<file path="config.mk">
export PLATFORM = sky130hd
export DESIGN_NAME = mmu_ctl_regs
export DESIGN_NICKNAME = d
export VERILOG_FILES = /design/src/rtl/mmu_ctl_regs.sv
export SDC_FILE = /design/constraint.sdc
export NUM_CORES = 1
export LEC_CHECK = 0
export ABC_AREA = 1
export BUFFER_PORTS_ARGS = -buffer_cell sky130_fd_sc_hd__buf_4
export CAP_MARGIN = 20
export CORE_MARGIN = 5
export CORE_UTILIZATION = 57
export DETAILED_ROUTE_END_ITERATION = 12
export PLACE_DENSITY = 0.8
export SLEW_MARGIN = 0
export SYNTH_ARGS = -nofsm -noshare
export SYNTH_HDL_FRONTEND = slang
export SYNTH_SLANG_ARGS = --single-unit
</file>
<file path="constraint.sdc">
create_clock -name clk -period 1.7 [get_ports clk]
set_input_delay 0.34 -clock clk [delete_from_list [all_inputs] [get_ports clk]]
set_output_delay 0.34 -clock clk [all_outputs]
set_load 0.01 [all_outputs]
</file>
<file path="src/rtl/mmu_ctl_regs.sv">
module mmu_ctl_regs #(
  parameter int ADDR_W    = 8,
  parameter int DATA_W    = 32,
  parameter int ASID_W    = 8,
  parameter int EVT_W     = 11,
  parameter int PTEA_W    = 4,
  parameter int INVAL_BIT = 2,
  parameter logic [ADDR_W-1:0] OFF_CTL    = 8'h00,
  parameter logic [ADDR_W-1:0] OFF_PTEH   = 8'h04,
  parameter logic [ADDR_W-1:0] OFF_PTEL   = 8'h08,
  parameter logic [ADDR_W-1:0] OFF_TBASE  = 8'h0C,
  parameter logic [ADDR_W-1:0] OFF_EXCA   = 8'h10,
  parameter logic [ADDR_W-1:0] OFF_TRAP   = 8'h14,
  parameter logic [ADDR_W-1:0] OFF_EXPEVT = 8'h18,
  parameter logic [ADDR_W-1:0] OFF_INTEVT = 8'h1C,
  parameter logic [ADDR_W-1:0] OFF_PTEA   = 8'h20
) (
  input  logic              clk,
  input  logic              rst_n,
  input  logic              wr_en,
  input  logic              rd_en,
  input  logic [ADDR_W-1:0] addr,
  input  logic [DATA_W-1:0] wdata,
  output logic [DATA_W-1:0] rdata,
  output logic              err,
  output logic              inval_pulse,
  output logic              flush_pulse,
  output logic [ASID_W-1:0] asid,
  input  logic              arr_en,
  input  logic [26:0]       arr_addr,
  output logic [7:0]        arr_sel,
  output logic [23:0]       arr_offs
);
  localparam int NREG = 9;
  localparam logic [DATA_W-1:0] CTL_MASK = ~(DATA_W'(1) << INVAL_BIT);

  logic [NREG-1:0]   hit;
  logic              mapped;
  logic [DATA_W-1:0] ctl_q, pteh_q, ptel_q, tbase_q, exca_q;
  logic [PTEA_W-1:0] ptea_q;
  logic [EVT_W-1:0]  trap_q, expevt_q, intevt_q;
  logic [DATA_W-1:0] rsel;

  assign hit[0] = addr == OFF_CTL;
  assign hit[1] = addr == OFF_PTEH;
  assign hit[2] = addr == OFF_PTEL;
  assign hit[3] = addr == OFF_TBASE;
  assign hit[4] = addr == OFF_EXCA;
  assign hit[5] = addr == OFF_TRAP;
  assign hit[6] = addr == OFF_EXPEVT;
  assign hit[7] = addr == OFF_INTEVT;
  assign hit[8] = addr == OFF_PTEA;
  assign mapped = |hit;

  wire wr_ctl  = wr_en && hit[0];
  wire wr_pteh = wr_en && hit[1];
  wire asid_ne = wdata[ASID_W-1:0] != pteh_q[ASID_W-1:0];

  always_ff @(posedge clk) begin
    if (!rst_n) begin
      ctl_q    <= '0;
      pteh_q   <= '0;
      ptel_q   <= '0;
      tbase_q  <= '0;
      exca_q   <= '0;
      trap_q   <= '0;
      expevt_q <= '0;
      intevt_q <= '0;
      ptea_q   <= '0;
    end else if (wr_en) begin
      if (hit[0]) ctl_q    <= wdata & CTL_MASK;
      if (hit[1]) pteh_q   <= wdata;
      if (hit[2]) ptel_q   <= wdata;
      if (hit[3]) tbase_q  <= wdata;
      if (hit[4]) exca_q   <= wdata;
      if (hit[5]) trap_q   <= wdata[EVT_W-1:0];
      if (hit[6]) expevt_q <= wdata[EVT_W-1:0];
      if (hit[7]) intevt_q <= wdata[EVT_W-1:0];
      if (hit[8]) ptea_q   <= wdata[PTEA_W-1:0];
    end
  end

  always_ff @(posedge clk) begin
    if (!rst_n) begin
      inval_pulse <= 1'b0;
      flush_pulse <= 1'b0;
      err         <= 1'b0;
      rdata       <= '0;
    end else begin
      inval_pulse <= wr_ctl && wdata[INVAL_BIT];
      flush_pulse <= wr_pteh && asid_ne;
      err         <= (wr_en || rd_en) && !mapped;
      if (rd_en) rdata <= rsel;
    end
  end

  always_comb begin
    rsel = '0;
    unique case (1'b1)
      hit[0]:  rsel = ctl_q;
      hit[1]:  rsel = pteh_q;
      hit[2]:  rsel = ptel_q;
      hit[3]:  rsel = tbase_q;
      hit[4]:  rsel = exca_q;
      hit[5]:  rsel = DATA_W'(trap_q);
      hit[6]:  rsel = DATA_W'(expevt_q);
      hit[7]:  rsel = DATA_W'(intevt_q);
      hit[8]:  rsel = DATA_W'(ptea_q);
      default: rsel = '0;
    endcase
  end

  assign asid     = pteh_q[ASID_W-1:0];
  assign arr_sel  = arr_en ? (8'd1 << arr_addr[26:24]) : 8'd0;
  assign arr_offs = arr_addr[23:0];
endmodule


</file>
==> results of run 1 <==
[final timing paths]
| path | to | slack [ns] | from | depth (start not counted) |
|---|---|---|---|---|
| worst min register to register | pteh_q[24] | 0.45 | pteh_q[24] | 2 |
| worst max-delay path | asid[5] | 0.21 | pteh_q[5] | 1 |
| worst min-delay path | ctl_q[13] | 0.09 | wdata[13] | 3 |
| worst max register to register | flush_pulse | 0.52 | pteh_q[6] | 4 |
[cells by family (layout without fill, tap and decap cells)]
| family | after synthesis | after routing | share of synthesized area |
|---|---|---|---|
| AOI/OAI and AO/OA | 363 | 363 | 0.180 |
| xor gates and xnor gates | 8 | 8 | 0.00695 |
| buffers and inverters | 238 | 329 | 0.110 |
| DFF | 231 | 231 | 0.458 |
| and+or+nand+nor | 597 | 597 | 0.244 |
[flip-flops by register name (all words and copies together) (netlist names)]
signal and cells:
trap_q 11, expevt_q 11, rdata 32, ctl_q 31, inval_pulse 1, ptel_q 32, exca_q 32, tbase_q 32
intevt_q 11, flush_pulse 1, ptea_q 4, err 1, pteh_q 32
[cell usage in the layout (no fill, tap or decap), drive strengths merged]
| cell type | Yosys | final |
|---|---|---|
| nand2 | 200 | 200 |
| buf | 69 | 182 |
| bufinv | 0 | 5 |
| o21ai | 241 | 241 |
| clkbuf | 64 | 31 |
| clkinv | 0 | 6 |
| nand4 | 4 | 4 |
| a21oi | 122 | 122 |
| xnor2 | 8 | 8 |
| nor3 | 2 | 2 |
| nor4 | 1 | 1 |
| nand3 | 99 | 99 |
| nor2 | 291 | 291 |
| inv | 105 | 105 |
| dfxtp | 231 | 231 |
[final cells by class]
class                      count  area share
clock buffer                  31      0.0544
tap                          225      0.0233
timing repair buffer         182       0.131
multi-input combinational    968       0.360
inverter                     105      0.0326
sequential                   231       0.383
clock inverter                11      0.0158
[power groups by stage]
stage	clock (uW)	combinational [uW]	sequential, uW
floorplan	0	300	5550
CTS	5660	528	5430
global route	5890	577	5430
finish	5630	538	5430
global placement	0	519	5550
detailed placement	0	524	5550
[metal layers]
layer  global-route usage  up-vias
met5                    0        -
met4                0.119        0
met3               0.0593      114
met2                0.463      554
met1                0.396     4555
li1                     -     4749
[stage by stage]
stage          setup TNS [ns]  setup slack, ns
2_1_floorplan               0            0.184
4_1_cts                     0            0.211
6_report                    0            0.210
3_3_place_gp            -1.94           -0.159
3_5_place_dp            -5.52           -0.166
5_1_grt                     0            0.194
==> out/metrics.sh, run 1 <==
FF_LATCH_AREA_UM2=4620
SYNTH_TOP_FLOP_CELL='dfxtp_1'
SYNTH_SEQ_CELLS=231
N_FILL_CELL=1420
VIAS_PER_CELL=5.69
INITIAL_ANTENNA_VIOLATION_COUNT=0
AREA_DELTA_SYNTH_FINAL_PCT=19.8
TOTAL_LENGTH_OF_ROUTED_WIRES_UM=30400
FINAL_UTIL=0.696
P_TOTAL_uW=11600
PWR-SHARE-COMB=0.046
MIN-DELAY-PATH-CLASS='input port to register'
CLKSLEWWORSTSETUPHOLDPATHS_NS=0.06
MOST_REPEATED_CELL_IN_THE_GATE_LEVEL_NETLIST_AFTER_SYNTHESIS='nor2_1'
PORT_BUFFERS=98
SETUP.WORST_PATH.CLASS='register to output port'
HOLD_WS_NS=0.0885
P_INT_uW=9090
CTS_MADE_BUFFERS=24
HOLD_VIOL_FINAL=0
PLACEABLECOREAREA_UM2=17400
VIA_COUNT_OF_THE_FIRST_GLOBAL_ROUTING_PASS=9543
ANTENNA_LEFT=0
CTS-HTREE-LEVELS=1
WORST_CLOCK_SKEW_NS=0.0206
CP_SLOWEST_STAGE_DELAY_NS=0.45
WORST-PATH-BUF-INV=1
WORSTPATHREQUIRED_NS=1.36
STATUS='finished clean'
POST-DP-HPWL_UM=19900
STATIC-LEAKAGE-POWER_uW=0.00514
MULTI_INPUT_AREA_UM2=4360
PLACEMENT_ROWS=48
MET2_WIRELENGTH_UM=13600
CLOCK_INSERTION_DELAY_WORST_SKEW_NS=0.52
SYNTH_AREA_UM2=10100
WL_MET3_UM=3410
POSTPLACECELLAREA_UM2=11200
POWER_SWITCHING_SHARE=0.216
SEQ_POWER_SHARE=0.468
POWER.IR.VDD_WORST_mV=0.798
START_KIND='register'
TRITONCTS_CLOCK_TREE='yes'
DR_TOTAL_VIAS=9972
POWER_DENSITY_nW_PER_UM2=960
TOP_ROUTING_LAYER_USED='met4'
DRT_FIRST_ITER_VIOLATIONS=1050
FRACTION_OF_LAYOUT_CELLS_WITH_A_SIZE_SUFFIX_ABOVE_1=0.158
MAX_CLOCK_FREQ_MHz=671
IO-PIN-COUNT=147
YOSYSTOPAREACELL='dfxtp_1'
FINAL_CELLS=1753
CLOCK_SINK_COUNT=231
ROOT_CELL_OF_THE_CLOCK_TREE='clkbuf_16'
SYNTH.CELLS.MOST_FREQUENT='281 x nor2_1, 231 x dfxtp_1, 225 x o21ai_0'
POST-ROUTE-MIN-PERIOD_NS=1.49
MAXCAPVIOLCOUNT=0
YOSYSUNIQUECELLTYPES=25
DIE_H_UM=143
SYN_AVG_CELL_AREA_UM2=7.02
CLOCK_PATH_BUFFERS=3
DIE_AREA_UM2=20500
P_SW_uW=2510
WORST_PATH_CELL_CHAIN='buf_4'
CPLARGESTDELAYFAMILY='flip-flops'
FIRST_PASS_ITERS=6
YS.WARNINGS.COUNT=0
CLOCK_POWER_SHARE=0.485
CP_MAX_DELAY_CELL='dfxtp_1'
FINISH.NET_COUNT=1584
GRT_START_MAX_NET_PINS=87
POST-ROUTE-DRC-COUNT=0
SYNTHDOMINANTCELLAREASHARE=0.458
DP.CELLS=1711
YS_TOP_CELLS_BY_AREA='dfxtp_1 46%, o21ai_0 11%, nor2_1 10%'
GRT_PASS1_WL_UM=48900
FINALSETUPVIOLCOUNT=0
NETLIST_INSTANCES=1437
SYNTHARSTFLOPSHARE=0
ANTENNADIODECOUNT=0
GRT_UTIL_ALL_LAYERS=0.294
ROUTED_LENGTH_ON_MET1_UM=12300
GPL.FINAL_WEIGHTED_CONGESTION=0.942
CELL_AREA_AFTER_LAYOUT_UM2=12100
NUMBER_OF_ENABLE_TYPE_REGISTER_CELLS_IN_THE_SYNTHESIZED_NETLIST=0
POST_CTS_HOLD_BUFFER_COUNT=0
SEQ_AREA_FRAC_SYNTH=0.458
POSTCTSRESIZEDCELLS=0
FINAL.PERIOD_UTILIZATION=0.877
WORST_SLEW_MARGIN_REL=0.722
WORST-SLEW-PIN-TRANSITION_NS=0.417
DIEWIDTH_UM=143
POSTCTSSETUPREPAIRBUFS=0
DRT-WIRELENGTH-PER-CELL_UM=17.3
GR_OVFL_TOTAL=0
GRT_SETUP_UNREPAIRED='no'
INITIAL_CORE_UTILIZATION=0.581
MAXSLEWVIOLCOUNT=0
MAPPEDNETLISTNETS=1509
WORST_EP_ARRIVAL_TIME_NS=1.15
CRITPATHMAXFANOUT=3
CRITPATHCAPTURETYPE='output port'
(Power assumes the default switching activity.)
==> run 2: changes to the inputs <==
--- a/config.mk
+++ b/config.mk
@@ -10,8 +10,9 @@
 export CAP_MARGIN = 20
 export CORE_MARGIN = 5
 export CORE_UTILIZATION = 57
+export CTS_CLUSTER_SIZE = 10
 export DETAILED_ROUTE_END_ITERATION = 12
-export PLACE_DENSITY = 0.8
+export PLACE_DENSITY_LB_ADDON = 0.1
 export SLEW_MARGIN = 0
 export SYNTH_ARGS = -nofsm -noshare
 export SYNTH_HDL_FRONTEND = slang
==> run 2 against run 1 <==
Sequential power about the same. Hold slack improved by 0.0059 ns. Final area down 1.4%. Sequential share of layout area grew 0.56 points. Fmax shrank 0.67%. Non-clock buffer count increased by 6. Cell count shrank 0.34%. First-iteration DRC count fell by 14%. Wire length shrank 6.0%. Via count is 4.4% lower. Critical path depth is the same. Clock-buffer cell count shrank 2. Critical path type unchanged.
==> out/metrics.sh, run 2 (synthesis gave the netlist of run 1 again) <==
STATIC-LEAKAGE-POWER_uW=0.00507  # -1.4%
POWER_SWITCHING_SHARE=0.220  # +0.00349
POST-ROUTE-MIN-PERIOD_NS=1.50  # +0.0101 ns
POWER.IR.VDD_WORST_mV=0.871  # +9.2%
GR_OVFL_TOTAL=0  # unchanged
POSTCTSRESIZEDCELLS=0  # unchanged
DIE_AREA_UM2=20500  # unchanged
GRT_UTIL_ALL_LAYERS=0.274  # -0.0200
MOSTFREQUENTLAYOUTCELLS='280 x nor2_1, 231 x dfxtp_1, 225 x o21ai_0'
WORST-PATH-BUF-INV=1  # unchanged
FINAL.PERIOD_UTILIZATION=0.883  # +0.00592
IO-PIN-COUNT=147  # unchanged
CPLARGESTDELAYFAMILY='flip-flops'
FINAL_CELLS=1747  # -0.34%
CRITPATHMAXFANOUT=4  # +1
STATUS='finished clean'
CTS-HTREE-LEVELS=1  # unchanged
START_KIND='register'
ANTENNA_LEFT=0  # unchanged
GRT_SETUP_UNREPAIRED='no'
DR_TOTAL_VIAS=9531  # -4.4%
LAYOUT_COMMONEST_CELL='nor2_1'
MULTI_INPUT_AREA_UM2=4360  # unchanged
PORT_BUFFERS=98  # unchanged
PWR-SHARE-COMB=0.048  # +0.002
WORSTPATHREQUIRED_NS=1.36  # about the same
CLOCK_INSERTION_DELAY_WORST_SKEW_NS=0.52  # about the same
DRT_FIRST_ITER_VIOLATIONS=907  # -14%
WORST_EP_ARRIVAL_TIME_NS=1.16  # about the same
N_FILL_CELL=1519  # +7.0%
FINAL_UTIL=0.686  # -0.0100
SETUP_TNS_NS=0  # unchanged
GRT_START_MAX_NET_PINS=64  # -26%
DIE_H_UM=143  # unchanged
CLKSLEWWORSTSETUPHOLDPATHS_NS=0.06  # about the same
FF_LATCH_AREA_UM2=4620  # unchanged
CLOCK_PATH_BUFFERS=3  # unchanged
ROOT_CELL_OF_THE_CLOCK_TREE='clkbuf_16'
INITIAL_CORE_UTILIZATION=0.581  # unchanged
FINAL.SETUP.WORST_SLACK_NS=0.200  # -0.0101 ns
FINALSETUPVIOLCOUNT=0  # unchanged
VIAS_PER_CELL=5.46  # -4.1%
CRITPATHCAPTURETYPE='output port'
CLOCK_SINK_COUNT=231  # unchanged
SETUP.WORST_PATH.CLASS='register to output port'
GPL.FINAL_WEIGHTED_CONGESTION=0.885  # -6.1%
HOLD_VIOL_FINAL=0  # unchanged
P_INT_uW=8410  # -7.5%
CP_MAX_DELAY_CELL='dfxtp_1'
DETAILEDPLACE.WORSTSLACK_NS=-0.151  # +0.0156 ns
WORST-SLEW-PIN-TRANSITION_NS=0.483  # +0.0654 ns
WORST_CLOCK_SKEW_NS=0.0140  # -0.00659 ns
INITIAL_ANTENNA_VIOLATION_COUNT=0  # unchanged
POST-ROUTE-DRC-COUNT=0  # unchanged
CLOCK_POWER_SHARE=0.447  # -0.038
DIEWIDTH_UM=143  # unchanged
TRITONCTS_CLOCK_TREE='yes'
MAXCAPVIOLCOUNT=0  # unchanged
GRT_PASS1_WL_UM=45300  # -7.4%
DRT-WIRELENGTH-PER-CELL_UM=16.4  # -5.6%
POST-DP-HPWL_UM=19300  # -2.7%
POWER_DENSITY_nW_PER_UM2=904  # -5.8%
PLACEMENT_ROWS=48  # unchanged
CTS_MADE_BUFFERS=27  # +13%
PLACEABLECOREAREA_UM2=17400  # unchanged
P_TOTAL_uW=10800  # -7.1%
WORST_PATH_CELL_CHAIN='buf_4'
MAX_CLOCK_FREQ_MHz=667  # -0.67%
FRACTION_OF_LAYOUT_CELLS_WITH_A_SIZE_SUFFIX_ABOVE_1=0.156  # -0.00200
WORST_SLEW_MARGIN_REL=0.678  # -0.0439
TOTAL_LENGTH_OF_ROUTED_WIRES_UM=28600  # -6.0%
FIRST_PASS_ITERS=6  # unchanged
SEQ_POWER_SHARE=0.505  # +0.037
VIA_COUNT_OF_THE_FIRST_GLOBAL_ROUTING_PASS=8525  # -11%
FINISH.NET_COUNT=1593  # +0.57%
POST_CTS_HOLD_BUFFER_COUNT=0  # unchanged
ANTENNADIODECOUNT=0  # unchanged
MIN-DELAY-PATH-CLASS='input port to register'
DP.CELLS=1717  # +0.35%
POSTCTSSETUPREPAIRBUFS=0  # unchanged
P_SW_uW=2370  # -5.6%
AREA_DELTA_SYNTH_FINAL_PCT=18.0
CP_SLOWEST_STAGE_DELAY_NS=0.46  # about the same
MAXSLEWVIOLCOUNT=0  # unchanged
run 2: final cells by class:
cell class / count / area share
clock buffers: 29 / 0.0574
multi-input cells: 968 / 0.366
well taps: 225 / 0.0236
clock inverters: 1 / 0.000735
flip-flops and latches: 231 / 0.388
inverters: 105 / 0.0331
repair buffers: 188 / 0.131
run 2: worst paths after layout:
| check | depth (start not counted) | endpoint | slack (ns) | from |
|---|---|---|---|---|
| worst max register to register | 4 | flush_pulse | 0.50 | pteh_q[5] |
| worst min register to register | 2 | pteh_q[24] | 0.44 | pteh_q[24] |
| worst min-delay path | 3 | tbase_q[12] | 0.09 | wdata[12] |
| worst max-delay path | 1 | asid[4] | 0.20 | pteh_q[4] |
run 2: power by group through the flow:
stage	Combinational [uW]	Clock, uW	Sequential [uW]
floorplan	300	0	5550
global placement	509	0	5550
detailed placement	512	0	5550
CTS	513	4880	5430
global route	559	5110	5430
finish	519	4820	5430
run 2: through the flow:
stage	hold WS (ns)	instance area [um2]
floorplan	0.424	10100
global placement	0.431	11200
detailed placement	0.436	11200
CTS	0.0801	11900
global route	0.0976	11900
finish	0.0944	11900
run 2: metal layers:
| metal | vias up | global-route usage | wire length (um) |
|---|---|---|---|
| met3 | 49 | 0.0352 | 2290 |
| met1 | 4380 | 0.397 | 12900 |
| met4 | 0 | 0.0575 | 416 |
| li1 | 4748 | - | - |
| met2 | 354 | 0.439 | 13000 |
| met5 | - | 0 | 0 |
==> run 3: changes to the inputs <==
--- a/config.mk
+++ b/config.mk
@@ -13,6 +13,7 @@
 export CTS_CLUSTER_SIZE = 10
 export DETAILED_ROUTE_END_ITERATION = 12
 export PLACE_DENSITY_LB_ADDON = 0.1
+export SETUP_SLACK_MARGIN = 0.5
 export SLEW_MARGIN = 0
 export SYNTH_ARGS = -nofsm -noshare
 export SYNTH_HDL_FRONTEND = slang
==> run 3 against run 2 <==
Clock-buffer cell count up 2. Clock power up 5.6%. Die area unchanged. Wire length up 15%. Final area up 13%. Critical path type unchanged. Critical endpoint is now rdata[6]. Largest cell class is now multi-input combinational cells. Largest power group unchanged.
==> out/metrics.sh, run 3 (synthesis gave the netlist of run 1 again) <==
FRACTION_OF_LAYOUT_CELLS_WITH_A_SIZE_SUFFIX_ABOVE_1=0.279  # +0.122
INITIAL_ANTENNA_VIOLATION_COUNT=0  # unchanged
POST-ROUTE-MIN-PERIOD_NS=1.34  # -0.162 ns
R2R-START='pteh_q[6]'
DETAILEDPLACE.WORSTSLACK_NS=-0.107  # +0.0437 ns
CLOCK_PATH_BUFFERS=3  # unchanged
FINALSETUPVIOLCOUNT=0  # unchanged
GR_OVFL_TOTAL=0  # unchanged
PLACEABLECOREAREA_UM2=17400  # unchanged
DR_TOTAL_VIAS=10200  # +7.3%
RR_ENDPOINT='flush_pulse'
FINAL.SETUP.WORST_SLACK_NS=0.362  # +0.162 ns
POWER.IR.VDD_WORST_mV=0.686  # -21%
MAX_CLOCK_FREQ_MHz=747  # +12%
DIE_H_UM=143  # unchanged
ROOT_CELL_OF_THE_CLOCK_TREE='clkbuf_16'
WORSTHOLDENDPOINT='tbase_q[14]'
N_FILL_CELL=1276  # -16%
PORT_BUFFERS=98  # unchanged
HOLDCRITSTARTPOINT='wdata[14]'
VIAS_PER_CELL=5.77  # +5.8%
DIE_AREA_UM2=20500  # unchanged
WORST-SLEW-PIN-TRANSITION_NS=0.714  # +0.231 ns
INITIAL_CORE_UTILIZATION=0.581  # unchanged
WORST-PATH-BUF-INV=1  # unchanged
FINAL_CELLS=1772  # +1.4%
CP_MAX_DELAY_CELL='dfxtp_4'
CRITPATHMAXFANOUT=2  # -2
MIN-DELAY-PATH-CLASS='input port to register'
REGTOREGSETUPSLACK_NS=0.42  # -0.08 ns
ANTENNADIODECOUNT=0  # unchanged
WORST_CLOCK_SKEW_NS=0.00921  # -0.00478 ns
CPLARGESTDELAYFAMILY='flip-flops'
CLKSLEWWORSTSETUPHOLDPATHS_NS=0.06  # about the same
STATIC-LEAKAGE-POWER_uW=0.00551  # +8.7%
PLACEMENT_ROWS=48  # unchanged
WHS_PATH_DEPTH=3  # unchanged
CLOCK_SINK_COUNT=231  # unchanged
SETUP.WORST_PATH.CLASS='register to output port'
GRT_START_MAX_NET_PINS=57  # -11%
DRT_FIRST_ITER_VIOLATIONS=1032  # +14%
CTS_MADE_BUFFERS=27  # unchanged
CRITPATHCAPTURETYPE='output port'
MOSTFREQUENTLAYOUTCELLS='251 x nor2_1, 188 x dfxtp_1, 177 x nand2_1'
IO-PIN-COUNT=147  # unchanged
WORST_PATH_CELL_CHAIN='buf_6'
START_KIND='register'
STATUS='finished clean'
WORSTPATHREQUIRED_NS=1.36  # about the same
AREA_DELTA_SYNTH_FINAL_PCT=32.9
GRT_PASS1_WL_UM=47400  # +4.8%
WORST_EP_ARRIVAL_TIME_NS=1.00  # -0.16 ns
DIEWIDTH_UM=143  # unchanged
FINISH.NET_COUNT=1616  # +1.4%
GRT_UTIL_ALL_LAYERS=0.287  # +0.0130
TOTAL_LENGTH_OF_ROUTED_WIRES_UM=32900  # +15%
FINAL.PERIOD_UTILIZATION=0.787  # -0.0955
TRITONCTS_CLOCK_TREE='yes'
SETUP_TNS_NS=0  # unchanged
POST_CTS_HOLD_BUFFER_COUNT=0  # unchanged
WORST_SLEW_MARGIN_REL=0.524  # -0.154
CP_SLOWEST_STAGE_DELAY_NS=0.36  # -0.10 ns
GPL.FINAL_WEIGHTED_CONGESTION=0.881  # -0.37%
CTS-HTREE-LEVELS=1  # unchanged
GRT_SETUP_UNREPAIRED='yes'
POST-DP-HPWL_UM=19800  # +2.6%
DP.CELLS=1705  # -0.70%
FIRST_PASS_ITERS=5  # -1
ANTENNA_LEFT=0  # unchanged
LAYOUT_COMMONEST_CELL='nor2_1'
HOLD_WS_NS=0.0929  # -0.00145 ns
MAXCAPVIOLCOUNT=0  # unchanged
POWER_DENSITY_nW_PER_UM2=835  # -7.7%
R2R_CELLS=5  # +1
HOLD_VIOL_FINAL=0  # unchanged
DRT-WIRELENGTH-PER-CELL_UM=18.6  # +13%
MAXSLEWVIOLCOUNT=0  # unchanged
POST-ROUTE-DRC-COUNT=0  # unchanged
VIA_COUNT_OF_THE_FIRST_GLOBAL_ROUTING_PASS=9373  # +9.9%
CLOCK_INSERTION_DELAY_WORST_SKEW_NS=0.52  # about the same
FINAL_UTIL=0.772  # +0.0861
run 3: cell count changes in the layout (fill, tap and decap cells not counted), sizes merged:
| cell | before | now |
|---|---|---|
| buf | 188 | 202 |
| bufinv | 0 | 1 |
| clkbuf | 29 | 40 |
| clkinv | 0 | 2 |
| inv | 106 | 103 |
run 3: worst reg2reg max path, delay by kind of cell (launching register included):
family,cells,cell delay (ns)
buffers and inverters,1,0.14
DFF,1,0.33
xor gates and xnor gates,1,0.29
and+or+nand+nor,3,0.38
run 3: layout make-up:
type / instances / area, um2 / area share
Inverter: 105 / 453 / 0.0338
Clock buffer: 31 / 701 / 0.0523
Clock inverter: 1 / 30.0 / 0.00224
Timing Repair Buffer: 211 / 2350 / 0.176
Tap cell: 225 / 282 / 0.0210
Multi-Input combinational cell: 968 / 4890 / 0.365
Sequential cell: 231 / 4690 / 0.350
run 3: repair_timing:
action | CTS | global route
setup endpoints to repair | 75 | 166
gates cloned | 0 | 11
pin swaps | 2 | 39
setup buffers | 11 | 13
gates resized for setup | 97 | 167
run 3: worst max-delay path by stage:
| stage | from | end | cells after the start |
|---|---|---|---|
| 2_1_floorplan | addr[7] | pteh_q[14] | 11 |
| 3_3_place_gp | addr[1] | rdata[10] | 11 |
| 3_5_place_dp | addr[7] | tbase_q[6] | 10 |
| 4_1_cts | pteh_q[5] | asid[5] | 1 |
| 5_1_grt | rdata[6] | rdata[6] | 1 |
| 6_report | rdata[6] | rdata[6] | 1 |
run 3: power breakdown:
group | leakage [uW] | switching, uW | internal (uW)
Clock | 0.000358 | 2090 | 3000
Sequential | 0.00188 | 5.49 | 5420
Combinational | 0.00327 | 426 | 246
run 3: per-layer routing:
metal	vias up	track usage	routed length [um]
li1	4813	-	-
met1	4793	0.384	13400
met2	535	0.456	15200
met3	87	0.0599	3340
met4	0	0.111	1020
met5	-	0	0
run 3: metrics by stage:
stage               cell area (um2)  power [uW]
CTS                           12500       11100
global placement              11500        6110
detailed placement            11500        6120
floorplan                     10500        5880
finish                        13400       11200
global route                  13400       11500
